$ cat src/rtl/warp_sched_pkg.sv
package warp_sched_pkg;

  // Upper bound on warp id width carried in the control strobe struct
  localparam int MAX_WARP_ID_W = 4;
  localparam int NUM_CLASSES   = 4;

  typedef enum logic [1:0] {
    UC_SP  = 2'd0,
    UC_INT = 2'd1,
    UC_DP  = 2'd2,
    UC_SFU = 2'd3
  } unitClass_e;

  // Strobes from control to datapath
  typedef struct packed {
    logic                     fire;
    logic [MAX_WARP_ID_W-1:0] warp;
  } issueCtl_t;

  // Cycles a class is held by one warp instruction
  function automatic int occCycles(input int warpSize, input int lanes);
    return (warpSize + lanes - 1) / lanes;
  endfunction

endpackage

$ cat src/rtl/warp_sched_dp.sv
module warp_sched_dp
  import warp_sched_pkg::*;
#(
  parameter int NUM_WARPS   = 4,
  parameter int NUM_REGS    = 8,
  parameter int DEP_LATENCY = 4,
  parameter int WARP_SIZE   = 32,
  parameter int SP_LANES    = 16,
  parameter int INT_LANES   = 16,
  parameter int DP_LANES    = 8,
  parameter int SFU_LANES   = 1,
  localparam int REG_W      = $clog2(NUM_REGS),
  localparam int WID_W      = $clog2(NUM_WARPS)
) (
  input  logic                       clk,
  input  logic                       rst,
  input  logic [NUM_WARPS-1:0]       instValid,
  input  logic [NUM_WARPS*REG_W-1:0] instDst,
  input  logic [NUM_WARPS*REG_W-1:0] instSrcA,
  input  logic [NUM_WARPS*REG_W-1:0] instSrcB,
  input  logic [NUM_WARPS*2-1:0]     instUnit,
  input  issueCtl_t                  ctl,
  output logic [NUM_WARPS-1:0]       warpReady,
  output unitClass_e                 selUnit
);

  localparam int SB_W   = $clog2(DEP_LATENCY + 1);
  localparam int BUSY_W = $clog2(WARP_SIZE + 1);

  logic [REG_W-1:0]    dstOf  [NUM_WARPS];
  logic [REG_W-1:0]    srcAOf [NUM_WARPS];
  logic [REG_W-1:0]    srcBOf [NUM_WARPS];
  unitClass_e          unitOf [NUM_WARPS];
  logic [NUM_REGS-1:0] regBusy [NUM_WARPS];
  logic [SB_W-1:0]     sbCnt  [NUM_WARPS][NUM_REGS];
  logic [BUSY_W-1:0]   unitCnt [NUM_CLASSES];
  logic [NUM_CLASSES-1:0] classBusy;
  logic [WID_W-1:0]    selWarp;

  assign selWarp = ctl.warp[WID_W-1:0];
  assign selUnit = unitOf[selWarp];

  // ---------------- per-warp field unpack, scoreboard, readiness ----------------
  for (genvar w = 0; w < NUM_WARPS; w++) begin : g_warp
    assign dstOf[w]  = instDst [w*REG_W +: REG_W];
    assign srcAOf[w] = instSrcA[w*REG_W +: REG_W];
    assign srcBOf[w] = instSrcB[w*REG_W +: REG_W];
    assign unitOf[w] = unitClass_e'(instUnit[w*2 +: 2]);

    for (genvar r = 0; r < NUM_REGS; r++) begin : g_reg
      logic loadHit;
      assign loadHit = ctl.fire && (ctl.warp == MAX_WARP_ID_W'(w))
                       && (dstOf[w] == REG_W'(r));

      always_ff @(posedge clk) begin
        if (rst)                sbCnt[w][r] <= '0;
        else if (loadHit)       sbCnt[w][r] <= SB_W'(DEP_LATENCY - 1);
        else if (sbCnt[w][r] != '0) sbCnt[w][r] <= sbCnt[w][r] - 1'b1;
      end

      assign regBusy[w][r] = (sbCnt[w][r] != '0);

      // a pending entry counts down by one each cycle unless reloaded
      p_sb_countdown_r3: assert property (@(posedge clk) disable iff (rst)
        (sbCnt[w][r] != '0 && !loadHit) |=> (sbCnt[w][r] == $past(sbCnt[w][r]) - 1'b1));
    end

    assign warpReady[w] = instValid[w]
                          && !regBusy[w][srcAOf[w]]
                          && !regBusy[w][srcBOf[w]]
                          && !regBusy[w][dstOf[w]]
                          && !classBusy[unitOf[w]];
  end

  // ---------------- unit class occupancy ----------------
  for (genvar c = 0; c < NUM_CLASSES; c++) begin : g_class
    localparam int LANES = (c == 0) ? SP_LANES  :
                           (c == 1) ? INT_LANES :
                           (c == 2) ? DP_LANES  : SFU_LANES;
    localparam int OCC   = occCycles(WARP_SIZE, LANES);

    always_ff @(posedge clk) begin
      if (rst)
        unitCnt[c] <= '0;
      else if (ctl.fire && selUnit == unitClass_e'(c))
        unitCnt[c] <= BUSY_W'(OCC - 1);
      else if (unitCnt[c] != '0)
        unitCnt[c] <= unitCnt[c] - 1'b1;
    end

    assign classBusy[c] = (unitCnt[c] != '0);

    // a class that takes an issue is held in the following cycle
    if (OCC >= 2) begin : g_hold
      p_class_held_r6: assert property (@(posedge clk) disable iff (rst)
        (ctl.fire && selUnit == unitClass_e'(c)) |=> classBusy[c]);
    end
  end

  // the granted warp never has a pending source or destination
  p_regs_free_r3: assert property (@(posedge clk) disable iff (rst)
    ctl.fire |-> (!regBusy[selWarp][srcAOf[selWarp]] && !regBusy[selWarp][srcBOf[selWarp]]
                  && !regBusy[selWarp][dstOf[selWarp]]));

  // no issue lands on an occupied class
  p_class_free_r6: assert property (@(posedge clk) disable iff (rst)
    ctl.fire |-> !classBusy[selUnit]);

endmodule

$ cat src/rtl/warp_sched_ctl.sv
module warp_sched_ctl
  import warp_sched_pkg::*;
#(
  parameter int NUM_WARPS = 4,
  localparam int WID_W    = $clog2(NUM_WARPS)
) (
  input  logic                 clk,
  input  logic                 rst,
  input  logic [NUM_WARPS-1:0] warpReady,
  output issueCtl_t            ctl
);

  logic [WID_W-1:0] lastWarp;
  logic [WID_W-1:0] nextWarp;
  logic [WID_W-1:0] pick;
  logic             found;

  assign nextWarp = (lastWarp == WID_W'(NUM_WARPS - 1)) ? '0 : lastWarp + 1'b1;

  // Search upward from the warp after the last issuer, wrapping
  always_comb begin
    found = 1'b0;
    pick  = '0;
    for (int k = 1; k <= NUM_WARPS; k++) begin
      int idx;
      idx = (int'(lastWarp) + k) % NUM_WARPS;
      if (!found && warpReady[WID_W'(idx)]) begin
        found = 1'b1;
        pick  = WID_W'(idx);
      end
    end
  end

  assign ctl.fire = found && !rst;
  assign ctl.warp = MAX_WARP_ID_W'(pick);

  always_ff @(posedge clk) begin
    if (rst)           lastWarp <= WID_W'(NUM_WARPS - 1);
    else if (ctl.fire) lastWarp <= pick;
  end

  // only a ready warp is granted
  p_grant_ready_r2: assert property (@(posedge clk) disable iff (rst)
    ctl.fire |-> warpReady[pick]);

  // the warp right after the last issuer wins whenever it is ready
  p_rr_first_r9: assert property (@(posedge clk) disable iff (rst)
    warpReady[nextWarp] |-> (ctl.fire && pick == nextWarp));

  // an idle cycle leaves the round-robin position untouched
  p_hold_idle_r10: assert property (@(posedge clk) disable iff (rst)
    !ctl.fire |=> $stable(lastWarp));

  // no ready warp means no strobe
  p_no_fire_idle_r10: assert property (@(posedge clk) disable iff (rst)
    (warpReady == '0) |-> !ctl.fire);

endmodule

$ cat src/rtl/warp_issue_sched.sv
module warp_issue_sched
  import warp_sched_pkg::*;
#(
  parameter int NUM_WARPS   = 4,
  parameter int NUM_REGS    = 8,
  parameter int DEP_LATENCY = 4,
  parameter int WARP_SIZE   = 32,
  parameter int SP_LANES    = 16,
  parameter int INT_LANES   = 16,
  parameter int DP_LANES    = 8,
  parameter int SFU_LANES   = 1,
  localparam int REG_W      = $clog2(NUM_REGS),
  localparam int WID_W      = $clog2(NUM_WARPS)
) (
  input  logic                       clk,
  input  logic                       rst,
  input  logic [NUM_WARPS-1:0]       instValid,
  input  logic [NUM_WARPS*REG_W-1:0] instDst,
  input  logic [NUM_WARPS*REG_W-1:0] instSrcA,
  input  logic [NUM_WARPS*REG_W-1:0] instSrcB,
  input  logic [NUM_WARPS*2-1:0]     instUnit,
  output logic                       issueValid,
  output logic [WID_W-1:0]           issueWarp,
  output logic [1:0]                 issueUnit
);

  // NUM_WARPS must lie in 2..2**MAX_WARP_ID_W, NUM_REGS at least 2
  issueCtl_t        ctl;
  logic [NUM_WARPS-1:0] warpReady;
  unitClass_e       selUnit;

  warp_sched_ctl #(.NUM_WARPS(NUM_WARPS)) u_ctl (
    .clk       (clk),
    .rst       (rst),
    .warpReady (warpReady),
    .ctl       (ctl)
  );

  warp_sched_dp #(
    .NUM_WARPS   (NUM_WARPS),
    .NUM_REGS    (NUM_REGS),
    .DEP_LATENCY (DEP_LATENCY),
    .WARP_SIZE   (WARP_SIZE),
    .SP_LANES    (SP_LANES),
    .INT_LANES   (INT_LANES),
    .DP_LANES    (DP_LANES),
    .SFU_LANES   (SFU_LANES)
  ) u_dp (
    .clk       (clk),
    .rst       (rst),
    .instValid (instValid),
    .instDst   (instDst),
    .instSrcA  (instSrcA),
    .instSrcB  (instSrcB),
    .instUnit  (instUnit),
    .ctl       (ctl),
    .warpReady (warpReady),
    .selUnit   (selUnit)
  );

  assign issueValid = ctl.fire;
  assign issueWarp  = ctl.warp[WID_W-1:0];
  assign issueUnit  = selUnit;

  // no strobe while in reset
  p_quiet_in_reset_r1: assert property (@(posedge clk) rst |-> !issueValid);

endmodule

$ cat config.mk
export PLATFORM = sky130hd
export DESIGN_NAME = warp_issue_sched
export DESIGN_NICKNAME = d
export VERILOG_FILES = /design/src/rtl/warp_sched_pkg.sv /design/src/rtl/warp_sched_dp.sv /design/src/rtl/warp_sched_ctl.sv /design/src/rtl/warp_issue_sched.sv
export SDC_FILE = /design/constraint.sdc
export NUM_CORES = 1
export LEC_CHECK = 0
export BUFFER_PORTS_ARGS = -buffer_cell sky130_fd_sc_hd__buf_4
export CORE_MARGIN = 3
export CORE_UTILIZATION = 49
export DETAILED_ROUTE_END_ITERATION = 7
export GPL_TIMING_DRIVEN = 0
export PLACE_DENSITY = 0.71
export SETUP_SLACK_MARGIN = 0.4
export SLEW_MARGIN = 20
export SYNTH_ARGS = -nofsm -noshare
export SYNTH_HDL_FRONTEND = slang
export SYNTH_SLANG_ARGS = --single-unit
$ cat constraint.sdc
create_clock -name clk -period 8.25 [get_ports clk]
set_clock_uncertainty 0.1 [all_clocks]
set_input_delay 0.4125 -clock clk [delete_from_list [all_inputs] [get_ports clk]]
set_output_delay 0.4125 -clock clk [all_outputs]
set_load 0.1 [all_outputs]
# Word-level counts from Yosys, hierarchy flattened
# Memory sizes are Yosys's and may differ from the RTL's.
# Index checks and enable logic that the tools add are counted.
# word_totals
mem_count	2
in_bits	50
wordCells	674
ff_bits	2
ram_bits	120
output_inout_bits	5
# op_classes
n_bitwise	73
n_reduce_logical	122
add_sub_neg	40
mux	381
order_cmp	21
n_eq_ne	34
# mem_list
name	words	word_bits	read_ports	rd_ports_with_merged_regs	write_ports	line_no	source
u_dp.sbCnt	4	24	4	0	4	warp_sched_dp.sv:35	logic [SB_W-1:0] sbCnt [NUM_WARPS][NUM_REGS];
u_dp.unitCnt	4	6	4	0	4	warp_sched_dp.sv:36	logic [BUSY_W-1:0] unitCnt [NUM_CLASSES];
# op_table
op	n
$mux W1	282
$mux W3	64
$reduce_bool A3 Y1	32
$sub A3 B1 Y3 const B	32
$or A1 B1 Y1	72
$logic_and A1 B1 Y1	60
$eq A3 B3 Y1 const B	16
$lt A3 B4 Y1 const B	12
$mux W6	8
$bmux W1 S3	12
$eq A3 B2 Y1 const B	8
$reduce_bool A6 Y1	4
$sub A6 B1 Y6 const B	4
$logic_not A1 Y1	20
$bmux W1 S2	8
$lt A2 B4 Y1 const B	4
$eq A3 B1 Y1 const B	4
$logic_not A3 Y1	4
$lt A2 B3 Y1 const B	4
$mux W2	6
$eq A2 B2 Y1 const B	4
$add A2 B1 Y2 const B	2
$add A2 B2 Y2 const B	2
$bmux W2 S2	1
other kinds (5)	6

# Longest topological paths before layout
# Gate-level depths: netlist (run 1).
# An unclocked memory read counts as a cell.
# depth
word_depth	33
ltp_mapped	13
ltp_nobuf	11

# Modules after synthesis
# Synthesis (run 1) repeated with hierarchy kept, for this count alone.
# unflattened
cells_unflattened	872
hier_area_um2	8434.3
# by_module_without_submodules
mod	n_inst	cells_per_inst	seq_area_each_um2	area_per_inst_um2
warp_sched_dp	1	851	3603.5	8272.9
warp_sched_ctl	1	21	40.0	161.4

# Least setup slack after synthesis (run 1)
# Ideal clock, no wire load.
# synth_path
kind	register to output
from	mem u_dp.unitCnt[0][3] in the netlist's numbering
to	out issueUnit[0]
arrival_time_ns	5.775
slack_ns	1.962
n_path_buf	0
path_stages_with_launch	9
required_time_ns	7.737
path_cell_list	edfxtp_1 -> or3_4 -> or3b_4 -> mux4_2 -> a2111o_1 -> nor3_2 -> nor2_1 -> o21bai_1 -> mux2i_1
# synth_rtl
element	line_no	source
start: declaration	warp_sched_dp.sv:36	
end: declaration	warp_issue_sched.sv:24	output logic [1:0] issueUnit

==> flow_metrics.env, run 1 <==
export IMPL_status="complete, no violations"
export IMPL_layout_nets=1123
export IMPL_grt_max_degree=17
export IMPL_cap_violations=0
export IMPL_clk_path_buf_depth=2
export IMPL_routabilityCongestion=0.875
export IMPL_timing_fmax_ghz=0.194
export IMPL_drive_above_1_share_pct=10.8
export IMPL_postCtsSetupBuffers=0
export IMPL_cts_reportedPaths_clkPinSlew_ns=0.05
export IMPL_hold_viol=0
export IMPL_worst_skew_pair_late_latency_ns=0.42
export IMPL_cts_buffers=17
export IMPL_avgSynthCellArea_sq_um=9.67
export IMPL_drc=0
export IMPL_antenna_left=0
export IMPL_drt_initial_drc_count=518
export IMPL_fp_dieH_microns=141
export IMPL_fp_row_count=48
export IMPL_io_buffers=52
export IMPL_initial_core_util_pct=50.9
export IMPL_wl_per_cell_microns=16.9
export IMPL_tightest_slew_ns=0.997
export IMPL_worst_setup_path_type="register to output pin"
export IMPL_first_global_vias=7010
export IMPL_grt_overflow=0
export IMPL_grt_pass1_wl_microns=34500
export IMPL_p_leak_nw=4.12
export IMPL_power_mw=3.49
export IMPL_ios=55
export IMPL_cp_max_fo=6
export IMPL_post_cts_resized=0
export IMPL_floorplan_core_area_sq_um=17700
export IMPL_ys_async_sr_fraction_pct=0
export IMPL_place_area_sq_um=9670
export IMPL_whs_path_depth=3
export IMPL_gr_usage_all_layers_pct=21.5
export IMPL_clock_sinks=122
export IMPL_cp_required_ns=7.74
export IMPL_fin_area_sq_um=10200
export IMPL_ir_worst_vdd_v=0.000181
export IMPL_setup_viol=0
export IMPL_cts_root_buf="clkbuf_16"
export IMPL_dieArea_sq_um=20000
export IMPL_synth_cell_area_sq_um=8990
export IMPL_post_route_period_util_pct=62.5
export IMPL_setup_tns_ns=0
export IMPL_worstHoldPathType="primary input to register"
export IMPL_ys_seq_area_share_pct=40.5
export IMPL_ys_seq_elements=122
export IMPL_synth_edf_count=120
export IMPL_syn_instance_count=930
export IMPL_h_tree_depth=4
export IMPL_drt_wl_total_microns=21000
export IMPL_slew_headroom_pct=32.6
export IMPL_r2r_slack_ns=3.40
export IMPL_die_w_microns=141
export IMPL_final_cells=1239
export IMPL_synthToLayoutAreaGrowth_pct=13.3
export IMPL_ys_top_cells_by_area="edfxtp_1 40%, ha_1 10%, nor2_1 4.1%"
export IMPL_start_kind="register"
export IMPL_cts_hold_buffers=0
export IMPL_viasPerCell=5.88
export IMPL_synthesis_nets=1052
export IMPL_worstPathArrival_ns=4.65
export IMPL_cts_tree="built"
export IMPL_synthFlopType="edfxtp_1"
export IMPL_hpwlAfterDp_microns=15800
export IMPL_finalMaxSlewViolations=0
export IMPL_grt_antenna_before_repair=0
export IMPL_diodes=0
export IMPL_worstRegToRegCells=10
export IMPL_cp_startpoint="u_dp.unitCnt[0][3]$_SDFFCE_PN0P_"
export IMPL_end_kind="output pin"
export IMPL_period_minus_slack_ns=5.16
export IMPL_placed_cells=1207
export IMPL_yosys_area_top_type_share_pct=40.1
export IMPL_yosysWarnings=0
export IMPL_synth_cell_types=71
export IMPL_power_density_nw_per_um2=342
export IMPL_dr_pass1_iters=6
export IMPL_fin_util_pct=57.7
export IMPL_rsz0062_at_grt="no"
export IMPL_synth_top_cell_by_area="edfxtp_1"
export IMPL_vias=7280
export IMPL_hold_path_startpoint="instDst[8]"
export IMPL_r2r_start="u_dp.unitCnt[0][3]$_SDFFCE_PN0P_"
-- report_power, final --
part | leakage (nW) | internal (mW) | switching [mW]
clock | 0.259 | 0.407 | 0.264
combinational | 2.51 | 0.682 | 0.929
sequential | 1.36 | 1.06 | 0.144
-- worst max-delay path: stages (launching register included) --
cell      delay (ns)
edfxtp_1        0.43
or3_4           0.42
or3b_4          0.42
mux4_2          0.54
nor4b_1         0.89
a21oi_1         0.43
nor3_4          0.43
mux2i_1         0.30
mux2i_1         0.10
buf_4           0.26
-- registers in the layout, indices dropped and copies added, names as in the netlist --
name and flops:
u_ctl.lastWarp 2, u_dp.sbCnt 96, u_dp.unitCnt 24
-- cells in the mapped netlist, drive strengths merged, types with 11 or more instances --
master    n
nor2     98
mux2i    35
inv      97
nor2b    35
nand2    35
edfxtp  120
nand2b   35
nand3    43
nor3b    11
clkbuf   21
o31ai    16
nor3     25
o211ai   32
or3      43
a21oi    22
mux4     14
o21ai    56
ha       72
-- cells by family (layout without fill, tap and decap cells) --
logic type	count (synthesis)	count (layout)	synth area share, %
flops	122	122	40.5
mux	49	49	7.40
fa+ha+maj	72	72	10.0
compound gates	168	168	12.5
simple gates	375	375	22.6
buf+inv	128	212	5.47
xor+xnor	16	16	1.56
-- placed cells by master (no fill, tap or decap), types with 3 or more instances in the layout --
cell type,netlist,final
edfxtp_1,120,120
nor2_1,98,98
inv_1,97,97
ha_1,72,72
buf_4,0,52
nand3_1,43,43
or3_1,42,42
nor2b_1,35,35
nand2_1,35,35
nand2b_1,35,35
mux2i_1,35,35
o21ai_1,34,34
o211ai_1,32,32
clkbuf_1,21,25
nor3_1,23,23
o21ai_0,22,22
a21oi_1,22,22
clkbuf_16,0,17
o31ai_1,16,16
mux4_2,14,14
nor3b_1,11,11
xnor2_1,8,8
xor2_1,8,8
a211oi_1,7,7
nor4_1,7,7
clkinv_2,0,7
a2111oi_0,6,6
and3_1,6,6
or4_1,4,4
nand3b_1,4,4
o2111ai_1,4,4
and3b_1,4,4
or2_2,4,4
and2_1,4,4
clkinv_1,2,4
buf_1,4,4
buf_2,3,3
nand4b_1,3,3
nand4_1,3,3
-- area by class of cell --
class                   instances  area [sq um]
clock buffers                  21           440
flip-flops and latches        122          3640
plain buffers                  29           120
well taps                     225           282
fillers                      1542          7470
inverters                      99           372
multi-input cells             680          4860
repair buffers                 52           390
clock inverters                11          80.1
-- path summary, 6_finish.rpt --
path | end
worst max-delay path | issueUnit[0]
worst min-delay path | u_dp.sbCnt[2][0]$_DFFE_PP_
worst max register to register | u_dp.sbCnt[1][16]$_DFFE_PP_
worst min register to register | u_ctl.lastWarp[0]$_SDFFE_PP1P_
-- routing by layer --
metal  GRT usage (%)  up-vias  part of all wire [%]
li1                -     3550                     -
met4            7.58        0                   2.4
met2            35.9      222                    47
met3            4.01       45                   5.4
met5               0        -                     0
met1            28.2     3463                    45
-- stage by stage --
stage               setup slack (ns)  hold WS, ns
finish                          3.09        0.401
floorplan                       1.96        0.384
global route                    2.88        0.429
CTS                             3.08        0.383
detailed placement              3.39        0.423
global placement                3.40        0.422
Power figures use the tool's default switching activity.
==> run 2, diff against run 1 <==
clock period = 4.85 ns   (was 8.25 ns; I/O delays follow)
==> run 2 against run 1 <==
Non-clock buffer count increased by 21; wire length increased by 2.1%; sequential share of layout area decreased by 1.3 points; setup slack got worse by 2.8 ns; worst hold slack got worse by 0.16 ns; die area unchanged; flip-flop and latch count unchanged.
==> flow_metrics.env, run 2 (synthesis gave the netlist of run 1 again) <==
export IMPL_cp_max_fo=5
export IMPL_dieArea_sq_um=20000
export IMPL_clk_path_buf_depth=2
export IMPL_clock_sinks=122
export IMPL_p_leak_nw=4.30
export IMPL_worst_skew_pair_late_latency_ns=0.42
export IMPL_timing_fmax_ghz=0.219
export IMPL_cts_tree="built"
export IMPL_worst_setup_path_type="register to output pin"
export IMPL_slew_headroom_pct=46.0
export IMPL_grt_pass1_wl_microns=34600
export IMPL_period_minus_slack_ns=4.57
export IMPL_fp_dieH_microns=141
export IMPL_hpwlAfterDp_microns=15800
export IMPL_mostFrequentLayoutCells="120 x edfxtp_1, 98 x nor2_1, 97 x inv_1, 71 x buf_4, 71 x ha_1"
export IMPL_rsz0062_at_grt="yes"
export IMPL_drive_above_1_share_pct=15.0
export IMPL_fillerInstances=1511
export IMPL_routabilityCongestion=0.920
export IMPL_final_cells=1260
export IMPL_fin_util_pct=59.9
export IMPL_die_w_microns=141
export IMPL_placed_cells=1207
export IMPL_grt_overflow=0
export IMPL_wl_per_cell_microns=17.0
export IMPL_cp_required_ns=4.51
export IMPL_wl_met1_microns=9420
export IMPL_crit_chain="or3_4 -> or3b_4 -> mux4_2 -> a2111o_1 -> or4_4 -> and3_4 -> buf_6 -> nor3_4 -> buf_6 -> mux2i_4 -> mux2i_4 -> buf_12"
export IMPL_hold_viol=0
export IMPL_drc=0
export IMPL_dr_pass1_iters=5
export IMPL_synthToLayoutAreaGrowth_pct=17.6
export IMPL_diodes=0
export IMPL_end_kind="output pin"
export IMPL_worstRegToRegCells=12
export IMPL_first_global_vias=7146
export IMPL_setup_tns_ns=0
export IMPL_status="complete, no violations"
export IMPL_wl_met3_microns=917
export IMPL_io_buffers=52
export IMPL_critPathMaxStageDelay_ns=0.56
export IMPL_cpLargestDelayFamily="simple AND/OR/NAND/NOR gates"
export IMPL_top_register="u_dp.sbCnt"
export IMPL_grt_max_degree=17
export IMPL_tightest_slew_ns=0.799
export IMPL_fin_area_sq_um=10600
export IMPL_ios=55
export IMPL_ir_worst_vdd_v=0.000318
export IMPL_viasPerCell=5.84
export IMPL_cts_reportedPaths_clkPinSlew_ns=0.05
export IMPL_power_mw=6.04
export IMPL_drt_wl_total_microns=21400
export IMPL_post_route_period_util_pct=94.2
export IMPL_cap_violations=0
export IMPL_ff_latch_area_sq_um=3640
export IMPL_floorplan_core_area_sq_um=17700
export IMPL_multi_input_area_sq_um=5070
export IMPL_layout_nets=1144
export IMPL_top_regs="u_dp.sbCnt x96, u_dp.unitCnt x24, u_ctl.lastWarp x2"
export IMPL_grt_antenna_before_repair=0
export IMPL_cp_depth=12
export IMPL_finalMaxSlewViolations=0
export IMPL_setup_viol=0
export IMPL_start_kind="register"
export IMPL_cts_hold_buffers=0
export IMPL_final_common_cell="edfxtp_1"
export IMPL_cpMaxStageDelayCell="or4_4"
export IMPL_power_density_nw_per_um2=571
export IMPL_worstPathArrival_ns=4.23
export IMPL_wl_met2_microns=10800
export IMPL_whs_path_depth=3
export IMPL_worstHoldPathType="primary input to register"
export IMPL_h_tree_depth=4
export IMPL_path_buf_inv=3
export IMPL_cts_root_buf="clkbuf_16"
export IMPL_place_area_sq_um=9710
export IMPL_initial_core_util_pct=50.9
export IMPL_antenna_left=0
export IMPL_top_layer_used="met4"
export IMPL_gr_usage_all_layers_pct=21.5
export IMPL_drt_initial_drc_count=531
export IMPL_largest_register_ffs=96
export IMPL_vias=7361
export IMPL_cts_buffers=17
export IMPL_fp_row_count=48
==> run 2: cell types whose count changed in the layout (fill, tap and decap cells not counted), sizes merged <==
cell / change
buf: +22
clkbuf: -2
bufinv: -1
clkinv: +1
clkinvlp: +1
==> run 2: what timing repair did <==
item | 4_1_cts | 5_1_grt
endpoints found under the setup margin | 152 | 130
hold endpoints to repair | 0 | 0
setup buffers | 11 | 10
gates resized for setup | 34 | 15
pin swaps | 11 | 12
==> run 2: stage by stage <==
stage          hold WS [ns]  worst slack, ns
6_report              0.237            0.282
5_1_grt               0.242            0.177
4_1_cts               0.217            0.232
3_5_place_dp          0.418          -0.0144
3_3_place_gp          0.416          -0.0334
2_1_floorplan         0.384            0.404
==> run 2: worst register-to-register path, stage by stage (launching register included) <==
cell	delay, ns
edfxtp_1	0.40
or3_4	0.41
or3b_4	0.39
mux4_2	0.50
a2111o_1	0.42
or4_4	0.56
a21o_1	0.27
and4b_1	0.20
clkbuf_2	0.19
nand3b_1	0.18
buf_4	0.20
o211ai_1	0.11
buf_4	0.19
==> run 2: path summary, 6_finish.rpt <==
kind / start / to / slack (ns)
setup / recovery: u_dp.unitCnt[0][2]$_SDFFCE_PN0P_ / issueUnit[0] / 0.28
hold / removal: instDst[3] / u_dp.sbCnt[1][12]$_DFFE_PP_ / 0.24
setup reg to reg: u_dp.unitCnt[0][2]$_SDFFCE_PN0P_ / u_dp.sbCnt[0][13]$_DFFE_PP_ / 0.50
hold reg to reg: u_ctl.lastWarp[0]$_SDFFE_PP1P_ / u_ctl.lastWarp[0]$_SDFFE_PP1P_ / 0.46
==> run 2: area by class of cell <==
type / instances / share of cell area, %
clock buffer: 20 / 4.13
timing repair buffer: 73 / 5.52
inverter: 99 / 3.51
tap: 225 / 2.66
sequential: 122 / 34.4
buffer: 29 / 1.29
multi-input combinational: 680 / 47.9
clock inverter: 12 / 0.556
==> run 2: report_power, final <==
part | switching [mW] | internal (mW)
clock | 0.445 | 0.636
sequential | 0.249 | 1.80
combinational | 1.65 | 1.26
==> run 2: metal layers <==
layer | GRT usage [%] | up-vias
met1 | 27.9 | 3565
li1 | - | 3598
met2 | 37.5 | 171
met5 | 0 | -
met3 | 3.27 | 27
met4 | 5.91 | 0
==> run 3, diff against run 2 <==
PLACE_DENSITY = 0.77   (was 0.71)
==> run 3 against run 2 <==
Clock power grew 35%; wire length up 2.6%; sequential power about the same; fmax is 1.1% lower; via count up 1.3%; critical endpoint is now issueUnit[1]; register-to-register slack lost 0.04 ns; first-iteration DRC count is 7.7% higher; setup slack got worse by 0.053 ns; count of clock-buffer cells in the layout down 2; combinational power increased by 1%; worst hold slack got worse by 0.047 ns.
==> flow_metrics.env, run 3 (synthesis gave the netlist of run 1 again) <==
export IMPL_cp_required_ns=4.51
export IMPL_setup_tns_ns=0
export IMPL_fin_area_sq_um=10800
export IMPL_hpwlAfterDp_microns=15600
export IMPL_period_minus_slack_ns=4.62
export IMPL_diodes=0
export IMPL_post_route_period_util_pct=95.3
export IMPL_worstHoldPathType="primary input to register"
export IMPL_first_global_vias=7222
export IMPL_finalMaxSlewViolations=0
export IMPL_fp_row_count=48
export IMPL_vias=7456
export IMPL_multi_input_area_sq_um=5060
export IMPL_io_buffers=52
export IMPL_cts_root_buf="clkbuf_16"
export IMPL_worst_skew_pair_late_latency_ns=0.42
export IMPL_setup_viol=0
export IMPL_ios=55
export IMPL_power_frac_seq_pct=31.8
export IMPL_cts_buffers=17
export IMPL_cap_violations=0
export IMPL_grt_max_degree=17
export IMPL_worst_setup_path_type="register to output pin"
export IMPL_tightest_slew_ns=0.823
export IMPL_die_w_microns=141
export IMPL_status="complete, no violations"
export IMPL_drive_above_1_share_pct=15.7
export IMPL_synthToLayoutAreaGrowth_pct=19.7
export IMPL_final_common_cell="edfxtp_1"
export IMPL_viasPerCell=5.91
export IMPL_dr_pass1_iters=5
export IMPL_clock_sinks=122
export IMPL_cp_max_fo=5
export IMPL_drt_wl_total_microns=22000
export IMPL_p_sw_mw=2.42
export IMPL_end_kind="output pin"
export IMPL_cts_reportedPaths_clkPinSlew_ns=0.06
export IMPL_p_clk_share_pct=22.6
export IMPL_top_regs="u_dp.sbCnt x96, u_dp.unitCnt x24, u_ctl.lastWarp x2"
export IMPL_gr_usage_all_layers_pct=21.8
export IMPL_grt_antenna_before_repair=0
export IMPL_wl_per_cell_microns=17.4
export IMPL_h_tree_depth=4
export IMPL_grt_pass1_wl_microns=35000
export IMPL_slew_headroom_pct=44.4
export IMPL_ir_worst_vdd_v=0.000296
export IMPL_routabilityCongestion=0.935
export IMPL_drt_initial_drc_count=572
export IMPL_fp_dieH_microns=141
export IMPL_initial_core_util_pct=50.9
export IMPL_p_leak_nw=4.40
export IMPL_sw_frac_of_total_pct=37.4
export IMPL_antenna_left=0
export IMPL_ff_latch_area_sq_um=3640
export IMPL_timing_fmax_ghz=0.216
export IMPL_start_kind="register"
export IMPL_layout_nets=1146
export IMPL_clk_path_buf_depth=2
export IMPL_place_area_sq_um=9710
export IMPL_largest_register_ffs=96
export IMPL_grt_overflow=0
export IMPL_mostFrequentLayoutCells="120 x edfxtp_1, 98 x nor2_1, 97 x inv_1, 74 x buf_4, 71 x ha_1"
export IMPL_fillerInstances=1460
export IMPL_floorplan_core_area_sq_um=17700
export IMPL_hold_viol=0
export IMPL_drc=0
export IMPL_cts_tree="built"
export IMPL_rsz0062_at_grt="yes"
export IMPL_worstPathArrival_ns=4.28
export IMPL_power_frac_comb_pct=45.6
export IMPL_power_density_nw_per_um2=601
export IMPL_top_register="u_dp.sbCnt"
export IMPL_dieArea_sq_um=20000
export IMPL_p_int_mw=4.05
run 3: cell types whose count changed in the layout (fill, tap and decap cells not counted), sizes merged:
cell | before | now
bufinv | 0 | 6
clkinv | 12 | 8
buf | 82 | 85
clkbuf | 40 | 37
clkinvlp | 2 | 1
inv | 97 | 98
run 3: stage by stage:
step / hold slack, ns / utilization [%] / power, mW / setup WS [ns] / std cells
final: 0.190 / 60.9 / 6.46 / 0.229 / 1262
after global routing: 0.247 / 60.9 / 6.93 / 0.165 / 1262
after CTS: 0.189 / 60.3 / 6.40 / 0.194 / 1253
after detailed placement: 0.410 / 55.0 / 4.79 / 0.0103 / 1207
after global placement: 0.410 / 55.0 / 4.67 / 0.104 / 1207
after floorplan: 0.384 / - / 4.14 / 0.404 / 930
run 3: area by class of cell:
| cell class | count | share of cell area, % |
|---|---|---|
| buffer | 29 | 1.24 |
| clock buffer | 18 | 3.99 |
| clock inverter | 14 | 2.28 |
| inverter | 99 | 3.45 |
| multi-input combinational | 680 | 47.0 |
| sequential | 122 | 33.9 |
| tap | 225 | 2.62 |
| timing repair buffer | 75 | 5.53 |
run 3: final timing paths:
check | slack [ns] | depth (start not counted) | endpoint | from
max | 0.23 | 12 | issueUnit[1] | u_dp.unitCnt[0][4]$_SDFFCE_PN0P_
min | 0.19 | 3 | u_dp.sbCnt[2][0]$_DFFE_PP_ | instDst[8]
max reg2reg | 0.46 | 10 | u_dp.sbCnt[1][23]$_SDFFCE_PN0P_ | u_dp.unitCnt[0][4]$_SDFFCE_PN0P_
min reg2reg | 0.44 | 1 | u_ctl.lastWarp[0]$_SDFFE_PP1P_ | u_ctl.lastWarp[0]$_SDFFE_PP1P_
run 3: routing by layer:
layer,wire [microns],GRT usage [%],up-vias
li1,-,-,3596
met1,9240,27.8,3537
met2,10900,37.8,275
met3,1280,3.17,48
met4,538,8.08,0
met5,0,0,-
run 3: repair_timing:
action	4_1_cts	5_1_grt
hold buffers	0	0
setup endpoints to repair	127	134
resized for setup	30	18
pin swaps	13	7
setup buffers	14	9
run 3: power by group through the flow:
| stage | sequential [mW] | clock [mW] | combinational [mW] |
|---|---|---|---|
| after floorplan | 2.00 | 0 | 2.14 |
| after global placement | 2.04 | 0 | 2.63 |
| after detailed placement | 2.06 | 0 | 2.72 |
| after CTS | 2.05 | 1.47 | 2.88 |
| after global routing | 2.11 | 1.51 | 3.32 |
| final | 2.05 | 1.46 | 2.95 |
run 3: critical path: stages (launching register included):
cell	delay, ns
edfxtp_1	0.39
or3_4	0.40
or3b_4	0.40
mux4_2	0.52
a2111o_1	0.44
or4_4	0.56
and3_4	0.17
buf_6	0.12
nor3_4	0.12
buf_6	0.19
mux2i_4	0.27
mux2i_4	0.10
buf_12	0.18
